**config.mk**
```make
export PLATFORM = sky130hd
export DESIGN_NAME = audio_serial_tx
export DESIGN_NICKNAME = d
export VERILOG_FILES = /design/src/rtl/audio_tx_pkg.sv /design/src/rtl/audio_tx_clk_src.sv /design/src/rtl/audio_tx_bitsel.sv /design/src/rtl/audio_serial_tx.sv
export SDC_FILE = /design/constraint.sdc
export NUM_CORES = 1
export LEC_CHECK = 0
export CORE_MARGIN = 3
export CORE_UTILIZATION = 40
export DETAILED_ROUTE_END_ITERATION = 10
export PLACE_DENSITY = 0.57
export SETUP_SLACK_MARGIN = 0.3
export SLEW_MARGIN = 20
export SYNTH_ARGS = -nofsm -noshare
export SYNTH_HDL_FRONTEND = slang
export SYNTH_SLANG_ARGS = --single-unit
```
**constraint.sdc**
```tcl
create_clock -name clk -period 5.55 [get_ports clk]
set_input_delay 1.3875 -clock clk [delete_from_list [all_inputs] [get_ports clk]]
set_output_delay 1.3875 -clock clk [all_outputs]
set_load 0.1 [all_outputs]
```
**src/rtl/audio_tx_pkg.sv**
```systemverilog
`timescale 1ns/1ps
package audio_tx_pkg;

    typedef enum logic [1:0] {
        ST_IDLE  = 2'd0,
        ST_ALIGN = 2'd1,
        ST_RUN   = 2'd2
    } tx_state_e;

    localparam logic [1:0] FMT_LEFT  = 2'd1;
    localparam logic [1:0] FMT_RIGHT = 2'd2;

endpackage

```
**src/rtl/audio_tx_clk_src.sv**
```systemverilog
`timescale 1ns/1ps
// Bit-edge source: master builds the bit clock from a tick, slave
// synchronises the external bit clock / word select (SYNC >= 2).
module audio_tx_clk_src #(
    parameter int SYNC = 2
) (
    input  logic clk,
    input  logic rst_n,
    input  logic run,
    input  logic master,
    input  logic tick,
    input  logic ext_bclk,
    input  logic ext_ws,
    output logic bclk_o,
    output logic shift_evt,
    output logic ws_smp
);
    logic [SYNC-1:0] bsync;
    logic [SYNC-1:0] wsync;
    logic            bdly;
    logic            bclk_q;

    always_ff @(posedge clk or negedge rst_n) begin
        if (!rst_n) begin
            bsync  <= '0;
            wsync  <= '0;
            bdly   <= 1'b0;
            bclk_q <= 1'b0;
        end else begin
            bsync <= {bsync[SYNC-2:0], ext_bclk};
            wsync <= {wsync[SYNC-2:0], ext_ws};
            bdly  <= bsync[SYNC-1];
            if (!run || !master)
                bclk_q <= 1'b0;
            else if (tick)
                bclk_q <= ~bclk_q;
        end
    end

    always_comb begin
        bclk_o    = bclk_q;
        ws_smp    = wsync[SYNC-1];
        shift_evt = run && (master ? (tick && bclk_q)
                                   : (bdly && !bsync[SYNC-1]));
    end
endmodule

```
**src/rtl/audio_tx_bitsel.sv**
```systemverilog
`timescale 1ns/1ps
// Picks the bit of a word that belongs at a slot position.
module audio_tx_bitsel #(
    parameter int DW = 32,
    parameter int SW = 5
) (
    input  logic [DW-1:0] word,
    input  logic [SW:0]   pos,
    input  logic [SW-1:0] last,
    input  logic [1:0]    dlen,
    input  logic          rjust,
    output logic          bit_o
);
    localparam int PW = SW + 1;
    localparam int IW = $clog2(DW);

    logic [PW:0]   width;
    logic [PW-1:0] lastx;
    logic [PW-1:0] q;
    logic [PW:0]   idx;

    always_comb begin
        width = {{(PW-1){1'b0}}, dlen} + 1'b1;
        width = width << 3;
        lastx = {1'b0, last};
        q     = lastx - pos;
        idx   = width - 1'b1 - {1'b0, pos};
        bit_o = 1'b0;
        if (pos <= lastx) begin
            if (rjust) begin
                if ({1'b0, q} < width) bit_o = word[q[IW-1:0]];
            end else begin
                if ({1'b0, pos} < width) bit_o = word[idx[IW-1:0]];
            end
        end
    end
endmodule

```
**src/rtl/audio_serial_tx.sv**
```systemverilog
`timescale 1ns/1ps
module audio_serial_tx
    import audio_tx_pkg::*;
#(
    parameter int DW       = 32,
    parameter int SW       = 5,
    parameter int MIN_SLOT = 7,
    parameter int SYNC     = 2
) (
    input  logic          clk,
    input  logic          rst_n,
    input  logic          en,
    input  logic          start,
    input  logic          master,
    input  logic [1:0]    fmt,
    input  logic [1:0]    dlen,
    input  logic [SW-1:0] slot_len,
    input  logic          mono,
    input  logic          mute,
    input  logic          bclk_tick,
    input  logic          ext_bclk,
    input  logic          ext_ws,
    input  logic [DW-1:0] smp_data,
    input  logic          smp_valid,
    output logic          smp_ready,
    output logic          sd_out,
    output logic          bclk_out,
    output logic          ws_out,
    output logic          right_ch
);
    localparam logic [SW-1:0] SLOT_MIN = SW'(MIN_SLOT);

    tx_state_e     state, state_nx;
    logic          run;
    logic          shift_evt, ws_smp, act_evt;
    logic [SW-1:0] k, k_nx, n_eff;
    logic          chan, chan_nx, fresh, new_slot, fetch;
    logic [DW-1:0] word, word_nx;
    logic          sd_q, dly, rjust, bit_cur, bit_tail, bit_sel;
    logic [SW:0]   pos_cur;

    assign run   = en && start;
    assign n_eff = (slot_len < SLOT_MIN) ? SLOT_MIN : slot_len;
    assign rjust = (fmt == FMT_RIGHT);
    assign dly   = (fmt != FMT_LEFT) && (fmt != FMT_RIGHT);

    audio_tx_clk_src #(.SYNC(SYNC)) u_src (
        .clk(clk), .rst_n(rst_n), .run(run), .master(master),
        .tick(bclk_tick), .ext_bclk(ext_bclk), .ext_ws(ext_ws),
        .bclk_o(bclk_out), .shift_evt(shift_evt), .ws_smp(ws_smp)
    );

    // slot framing and fetch decision
    always_comb begin
        act_evt = shift_evt && (state == ST_RUN);
        if (master) begin
            new_slot = fresh || (k == n_eff);
            chan_nx  = fresh ? 1'b0 : (new_slot ? ~chan : chan);
            k_nx     = new_slot ? '0 : k + 1'b1;
        end else begin
            new_slot = (ws_smp != chan);
            chan_nx  = ws_smp;
            k_nx     = new_slot ? '0 : ((k == '1) ? k : k + 1'b1);
        end
        fetch   = act_evt && new_slot && (!chan_nx || !mono);
        word_nx = fetch ? (smp_valid ? smp_data : '0) : word;
        pos_cur = dly ? ({1'b0, k_nx} - 1'b1) : {1'b0, k_nx};
        bit_sel = (dly && (k_nx == '0)) ? bit_tail : bit_cur;
    end

    audio_tx_bitsel #(.DW(DW), .SW(SW)) u_bit_cur (
        .word(word_nx), .pos(pos_cur), .last(n_eff), .dlen(dlen),
        .rjust(rjust), .bit_o(bit_cur)
    );

    audio_tx_bitsel #(.DW(DW), .SW(SW)) u_bit_tail (
        .word(word), .pos({1'b0, n_eff}), .last(n_eff), .dlen(dlen),
        .rjust(rjust), .bit_o(bit_tail)
    );

    // next state
    always_comb begin
        state_nx = state;
        unique case (state)
            ST_IDLE:  if (run) state_nx = master ? ST_RUN : ST_ALIGN;
            ST_ALIGN: if (!run) state_nx = ST_IDLE;
                      else if (shift_evt && ws_smp) state_nx = ST_RUN;
            ST_RUN:   if (!run) state_nx = ST_IDLE;
            default:  state_nx = ST_IDLE;
        endcase
    end

    // state register
    always_ff @(posedge clk or negedge rst_n) begin
        if (!rst_n) state <= ST_IDLE;
        else        state <= state_nx;
    end

    // shifter datapath
    always_ff @(posedge clk or negedge rst_n) begin
        if (!rst_n) begin
            k     <= '0;
            chan  <= 1'b0;
            fresh <= 1'b1;
            word  <= '0;
            sd_q  <= 1'b0;
        end else if (!run) begin
            k     <= '0;
            chan  <= 1'b0;
            fresh <= 1'b1;
            word  <= '0;
            sd_q  <= 1'b0;
        end else if (state == ST_ALIGN && shift_evt) begin
            chan <= ws_smp;
            k    <= '0;
        end else if (act_evt) begin
            k     <= k_nx;
            chan  <= chan_nx;
            fresh <= 1'b0;
            word  <= word_nx;
            sd_q  <= mute ? 1'b0 : bit_sel;
        end
    end

    // outputs
    always_comb begin
        smp_ready = fetch;
        sd_out    = sd_q;
        right_ch  = (state == ST_RUN) ? chan : 1'b0;
        ws_out    = (master && state == ST_RUN) ? chan : 1'b0;
    end
endmodule

```
# --- Word-level counts from Yosys, hierarchy flattened ---
# Cells that the tools add are included.
totals:
  reg_bits: 48
  inputBits: 52
  output_inout_bits: 5
  elab_cells: 126
op_classes:
  add_sub_neg: 8
  order_cmp: 11
  eq_ne: 14
  muxes: 56
  n_bitwise: 2
  n_reduce_logical: 25
op_table:
  columns: ["op", "n"]
  rows:
  - ["32-bit two-way mux", 5]
  - ["5-bit two-way mux", 8]
  - ["1-bit two-way mux", 32]
  - ["5-bit by 6-bit < comparator with 1-bit output (second input constant)", 4]
  - ["1-bit binary-select mux with 5-bit select", 4]
  - ["6-bit < comparator", 3]
  - ["1-bit logical AND", 12]
  - ["2-bit two-way mux", 5]
  - ["5-bit subtractor", 2]
  - ["2-bit != test (second input constant)", 4]
  - ["6-bit by 5-bit <= comparator with 1-bit output", 1]
  - ["5-bit by 6-bit < comparator with 1-bit output", 1]
  - ["6-bit two-way mux", 1]
  - ["3-bit != test (second input constant)", 2]
  - ["2-bit case mux with 3 select lines", 1]
  - ["5-bit by 1-bit subtractor with 6-bit output (second input constant)", 1]
  - ["5-bit by 5-bit subtractor with 6-bit output", 1]
  - ["5-bit by 6-bit subtractor with 6-bit output", 1]
  - ["5-bit by 1-bit adder with 5-bit output (second input constant)", 1]
  - ["5-bit == test", 1]
  - ["5-bit == test (second input constant)", 1]
  - ["5-bit <= comparator", 1]
  - ["1-bit zero test", 5]
  - ["5-bit zero test", 1]
  - ["other kinds (13)", 18]

# --- Logic depth before layout (Yosys ltp) ---
depth:
  depth_word: 21
  mapped_depth: 22
  ltp_nobuf: 21

# --- By module ---
# Synthesis repeated with hierarchy kept, for this count alone.
hier_totals:
  cells_unflattened: 485
  hier_area_um2: 4649.5
modules_own_cells:
  columns: ["mod", "n_inst", "cells_per_inst", "area_per_inst_um2", "seq_area_each_um2"]
  rows:
  - ["audio_serial_tx", 1, 308, 2601.2, 1052.3]
  - ["audio_tx_bitsel at u_bit_tail", 1, 83, 935.9, 0.0]
  - ["audio_tx_bitsel at u_bit_cur", 1, 84, 924.6, 0.0]
  - ["audio_tx_clk_src", 1, 10, 187.7, 150.1]

# --- Worst setup path after synthesis ---
# Ideal clock, no wire load.
synth_path:
  kind: "input port to flip-flop"
  from: "input port slot_len[4]"
  to: "register sd_q, in the netlist sd_out"
  setup_time_ps: 87
  t_arrival_ps: 5333
  path_slack_ps: 130
  cell_stages: 18
  path_buffers: 2
  cell_sequence: "buf_6 > o21bai_4 > a2111oi_4 > o21a_2 > a22o_1 > xor2_1 > inv_2 > buf_2 > ha_1 > fa_1 > xor2_1 > mux4_2 > and3_1 > a21oi_1 > mux4_2 > mux2i_1 > a21oi_1 > a211oi_2"
synth_between:
  elab_chain_cells: 21
  word_cells_on_any_way: 50
  classes_between: "add/sub (5); order compare (7); eq/ne (1); mux (30); reduce/logical (7)"
synth_lines:
  columns: ["element", "line_no", "text"]
  rows:
  - ["start, declared", "audio_serial_tx.sv:17", "input logic [SW-1:0] slot_len,"]
  - ["5-bit by 3-bit < comparator with 1-bit output", "audio_serial_tx.sv:43", "assign n_eff = (slot_len < SLOT_MIN) ? SLOT_MIN : slot_len;"]
  - ["5-bit two-way mux (*)", "audio_serial_tx.sv:43", null]
  - ["parallel branches: the longest is 14 deep, another holds 5-bit by 1-bit subtractor with 6-bit output", null, null]
  - ["1-bit two-way mux (*)", "audio_serial_tx.sv:68", "bit_sel = (dly && (k_nx == '0)) ? bit_tail : bit_cur;"]
  - ["1-bit two-way mux (*)", "audio_serial_tx.sv:121", "sd_q <= mute ? 1'b0 : bit_sel;"]
  - ["1-bit two-way mux (*)", "audio_serial_tx.sv:116", "end else if (act_evt) begin"]
  - ["1-bit two-way mux (*)", "audio_serial_tx.sv:113", "end else if (state == ST_ALIGN && shift_evt) begin"]
  - ["1-bit two-way mux (*)", "audio_serial_tx.sv:107", "end else if (!run) begin"]
  - ["end signal, assigned", "audio_serial_tx.sv:121", null]
  - ["end, declared", "audio_serial_tx.sv:39", "logic sd_q, dly, rjust, bit_cur, bit_tail, bit_sel;"]
# Every way passes the cells marked *. The select of a mux whose other input is x is not followed.
# A chain may end at the register's enable or synchronous reset.

# --- Final worst setup path ---
# Ends and elaborated chain as after synthesis.

==> metrics.md <==
| Metric | Value |
|---|---|
| Quantity of I/O buffers inserted on ports | 56 |
| Worst vdd ir | 0.0000992 V |
| Post-synth ARST share | 100% |
| Final net count | 653 |
| Number of sinks driven by the clock tree | 48 |
| CP arrival | 5.25 ns |
| Die span in x | 110 um |
| Worst-Margin Slew | 0.969 ns |
| Total DRC errors in the routed layout | 0 |
| Layout filler cell count | 1023 |
| CTS tree | done |
| Number of buffers created by CTS | 5 |
| Area of all placed cells without fillers | 5560 sq um |
| Sequential-to-total area share from yosys stat | 27.6% |
| Number of pins with negative max-slew slack in the final report | 0 |
| Routed wire length | 14300 um |
| Wire length of the first global-routing pass | 22600 um |
| Number of rows created at floorplan | 37 |
| Number of warning messages in the yosys log | 0 |
| Average vias per placed instance | 6.01 |
| Worst Hold Class | flip-flop to flip-flop |
| Starting Density | 41.6% |
| IO Count | 57 |
| Maximum fanout count along the critical path | 3 |
| Layout cell share with drive strength beyond 1 | 18.0% |
| Unrepaired setup endpoints after global routing | false |
| Routability congestion estimate | 0.954 |
| Average routed wire per standard cell | 19.9 um |
| Number of search-and-repair iterations in the first detailed-routing pass | 5 |
| Non-filler cells, final | 719 |
| Number of global-route vias before repair | 4110 |
| Post-synthesis cell area | 4350 sq um |
| GRT Total Usage | 23.9% |
| Time the final worst path needs with I/O delays and setup | 5.03 ns |
| Period utilisation layout | 90.5% |
| R2R cell count | 20 |
| Outcome | completed |
| Distinct cell type count after synthesis | 70 |
| Achievable frequency | 199 MHz |
| Setup clock skew after layout | 0.0133 ns |
| Final Total Pwr | 1.14 mW |
| Endpoint required time on the critical path | 5.78 ns |
| Core region area | 10500 sq um |
| Placed inst area | 5350 sq um |
| Syn avg cell area | 8.73 sq um |
| Total via count after detailed routing | 4323 |
| Maximum number of pins on one net before global-route repair | 49 |
| Net Count, Synth | 570 |
| Die Outline Area | 12200 sq um |
| CTS Hold Bufs | 0 |
| Final number of hold-violating endpoints | 0 |
| Layout Area Growth over Synthesis | 27.6% |
| Post-synthesis sequential element count | 48 |
| Insertion delay to the later sink of the worst-skew pair | 0.31 ns |
| Pleak | 2.46 nW |
| Post-DRT Antenna Nets | 0 |
| Critical setup path kind | input pin to flip-flop |
| Die H | 110 um |
| Number of violations reported at the end of detailed-routing iteration 0 | 399 |
| CTS Root Buffer Type | sky130_fd_sc_hd__clkbuf_8 |
| Min Hold Slack | 0.359 ns |
| Hold-critical path depth | 0 |
| Nature of the critical path endpoint | flip-flop |
| Power Density | 205 nW/um^2 |
| Max Cap Viol | 0 |
| CTS H-Tree Depth | 2 |
| Reg clk slew, reported paths | 0.11 ns |
| Max clock buf depth | 2 |
| Number of placed instances with taps included | 710 |
| Post-synthesis cell count | 499 |
| Number of setup violations in the final report | 0 |
| Total inserted antenna cells | 0 |
| Number of flops mapped to enable cells by yosys | 0 |
| Sum of overflow across all layers after global routing | 0 |
| Estimated wirelength of the detail-placed design | 10900 um |
| Top_reg_cell synth | sky130_fd_sc_hd__dfrtp_1 |
| Worst slew slack as a fraction of its limit | 35.2% |
| Critical Path Start Type | input pin |
| Initial antenna violation count | 0 |
## cell usage in the layout (no fill, tap or decap), types with 3 or more instances in the layout
cell / n
sky130_fd_sc_hd__a21o_1: 3
sky130_fd_sc_hd__maj3_1: 4
sky130_fd_sc_hd__a221oi_1: 3
sky130_fd_sc_hd__o21bai_4: 3
sky130_fd_sc_hd__a2111oi_0: 4
sky130_fd_sc_hd__inv_1: 23
sky130_fd_sc_hd__a22oi_1: 6
sky130_fd_sc_hd__a222oi_1: 3
sky130_fd_sc_hd__o21ai_0: 30
sky130_fd_sc_hd__and3_1: 8
sky130_fd_sc_hd__nand2b_1: 8
sky130_fd_sc_hd__nor2b_1: 6
sky130_fd_sc_hd__a22o_1: 29
sky130_fd_sc_hd__o211ai_1: 5
sky130_fd_sc_hd__o22ai_1: 9
sky130_fd_sc_hd__mux2i_1: 24
sky130_fd_sc_hd__ha_1: 17
sky130_fd_sc_hd__clkbuf_8: 5
sky130_fd_sc_hd__clkdlybuf4s50_1: 48
sky130_fd_sc_hd__nor3_1: 11
sky130_fd_sc_hd__xor2_1: 9
sky130_fd_sc_hd__dlymetal6s2s_1: 3
sky130_fd_sc_hd__nand3_1: 11
sky130_fd_sc_hd__a21oi_1: 30
sky130_fd_sc_hd__and2_1: 3
sky130_fd_sc_hd__a31oi_1: 4
sky130_fd_sc_hd__xnor2_1: 8
sky130_fd_sc_hd__buf_4: 45
sky130_fd_sc_hd__mux2_2: 12
sky130_fd_sc_hd__dfrtp_1: 47
sky130_fd_sc_hd__nand2_1: 61
sky130_fd_sc_hd__mux4_2: 7
sky130_fd_sc_hd__a211oi_1: 3
sky130_fd_sc_hd__nor2_1: 27
## critical path, stage by stage
cell and delay, ns:
sky130_fd_sc_hd__dlygate4sd2_1 0.27, sky130_fd_sc_hd__o21bai_4 0.18, sky130_fd_sc_hd__a2111oi_4 0.35, sky130_fd_sc_hd__o211ai_1 0.22
sky130_fd_sc_hd__a31oi_4 0.19, sky130_fd_sc_hd__ha_1 0.25, sky130_fd_sc_hd__mux2_4 0.27, sky130_fd_sc_hd__ha_1 0.29
sky130_fd_sc_hd__nor2b_1 0.13, sky130_fd_sc_hd__o21ai_1 0.12, sky130_fd_sc_hd__nand2b_1 0.11, sky130_fd_sc_hd__maj3_1 0.38
sky130_fd_sc_hd__maj3_2 0.32, sky130_fd_sc_hd__xnor2_1 0.17, sky130_fd_sc_hd__ha_1 0.26, sky130_fd_sc_hd__a21oi_2 0.11
sky130_fd_sc_hd__a21oi_1 0.08, sky130_fd_sc_hd__a211oi_2 0.18
## cell families (layout without fill, tap and decap cells)
kind of cell               after synthesis  count (layout)  share of synthesized area (%)
AOI/OAI and AO/OA                      163             163                           27.4
and+or+nand+nor                        146             146                           15.5
buffers and inverters                   52             136                           5.43
DFF                                     48              48                           27.6
muxes                                   44              44                           12.5
adders and majority gates               24              24                           6.78
xor gates and xnor gates                22              22                           4.74
## through the flow
step	utilization, %	setup TNS [ns]	worst slack, ns
global route	53.1	0	0.321
CTS	52.8	0	0.334
global placement	51.1	-0.0536	-0.0536
finish	53.1	0	0.525
detailed placement	51.1	-0.117	-0.117
floorplan	-	0	0.310
## flip-flops by register name (all words and copies together), names as in the netlist
name / count
word: 32
k: 5
state: 2
u_src.bsync: 2
u_src.wsync: 2
chan: 1
fresh: 1
sd_out: 1
u_src.bclk_o: 1
u_src.bdly: 1
## worst paths after layout
kind	start	endpoint	slack, ns
max	slot_len[4]	sd_out	0.52
min	u_src.wsync[0]	u_src.wsync[1]	0.36
max reg2reg	k[0]	sd_out	0.97
min reg2reg	u_src.wsync[0]	u_src.wsync[1]	0.36
max in group asynchronous	rst_n	k[3]	3.94
min in group asynchronous	rst_n	word[6]	1.16
## repair_timing
| action | in CTS | in global routing |
|---|---|---|
| buffers inserted | 1 | 0 |
| gates cloned | 0 | 0 |
| pin swaps | 3 | 6 |
| setup endpoints to repair | 1 | 1 |
| gates resized for setup | 6 | 9 |
## metal layers
layer	share of wire (%)	vias up	wire (um)	track usage (%)
met3	6.3	15	894	3.38
li1	-	2028	-	-
met4	1.3	0	188	4.57
met2	45	170	6430	37.1
met5	0	-	0	0
met1	47	2110	6790	35.7
## Yosys cell counts (5+ instances only)
cell type / count / area share (%)
sky130_fd_sc_hd__nand2_1: 61 / 5.3
sky130_fd_sc_hd__dfrtp_1: 47 / 27
sky130_fd_sc_hd__a21oi_1: 31 / 3.6
sky130_fd_sc_hd__o21ai_0: 31 / 3.6
sky130_fd_sc_hd__a22o_1: 30 / 6.0
sky130_fd_sc_hd__nor2_1: 27 / 2.3
sky130_fd_sc_hd__mux2i_1: 24 / 5.5
sky130_fd_sc_hd__inv_1: 23 / 2.0
sky130_fd_sc_hd__ha_1: 18 / 5.2
sky130_fd_sc_hd__mux2_2: 13 / 3.4
sky130_fd_sc_hd__clkbuf_1: 12 / 1.0
sky130_fd_sc_hd__nor3_1: 12 / 1.4
sky130_fd_sc_hd__nand3_1: 11 / 1.3
sky130_fd_sc_hd__xor2_1: 11 / 2.2
sky130_fd_sc_hd__xnor2_1: 10 / 2.0
sky130_fd_sc_hd__o22ai_1: 9 / 1.3
sky130_fd_sc_hd__and3_1: 8 / 1.1
sky130_fd_sc_hd__buf_2: 8 / 0.92
sky130_fd_sc_hd__nand2b_1: 8 / 1.1
sky130_fd_sc_hd__mux4_2: 7 / 3.6
sky130_fd_sc_hd__nor2b_1: 7 / 1.0
sky130_fd_sc_hd__a22oi_1: 6 / 1.0
sky130_fd_sc_hd__a31oi_1: 5 / 0.72
sky130_fd_sc_hd__maj3_1: 5 / 1.1
sky130_fd_sc_hd__o211ai_1: 5 / 0.86
## cell type report
cell class	count	area, sq um	share of cell area (%)
flip-flops and latches	48	1200	21.6
well taps	136	170	3.06
clock buffers	5	68.8	1.24
clock inverters	3	68.8	1.24
inverters	26	98.8	1.78
repair buffers	102	930	16.7
multi-input cells	399	3020	54.3
## report_power, final
part / internal (mW) / switching [mW] / total [mW]
registers: 0.354 / 0.00332 / 0.357
logic: 0.218 / 0.245 / 0.463
clock network: 0.182 / 0.136 / 0.318
total: 0.753 / 0.385 / 1.14
Note: power is estimated with default switching activity, not from simulation.
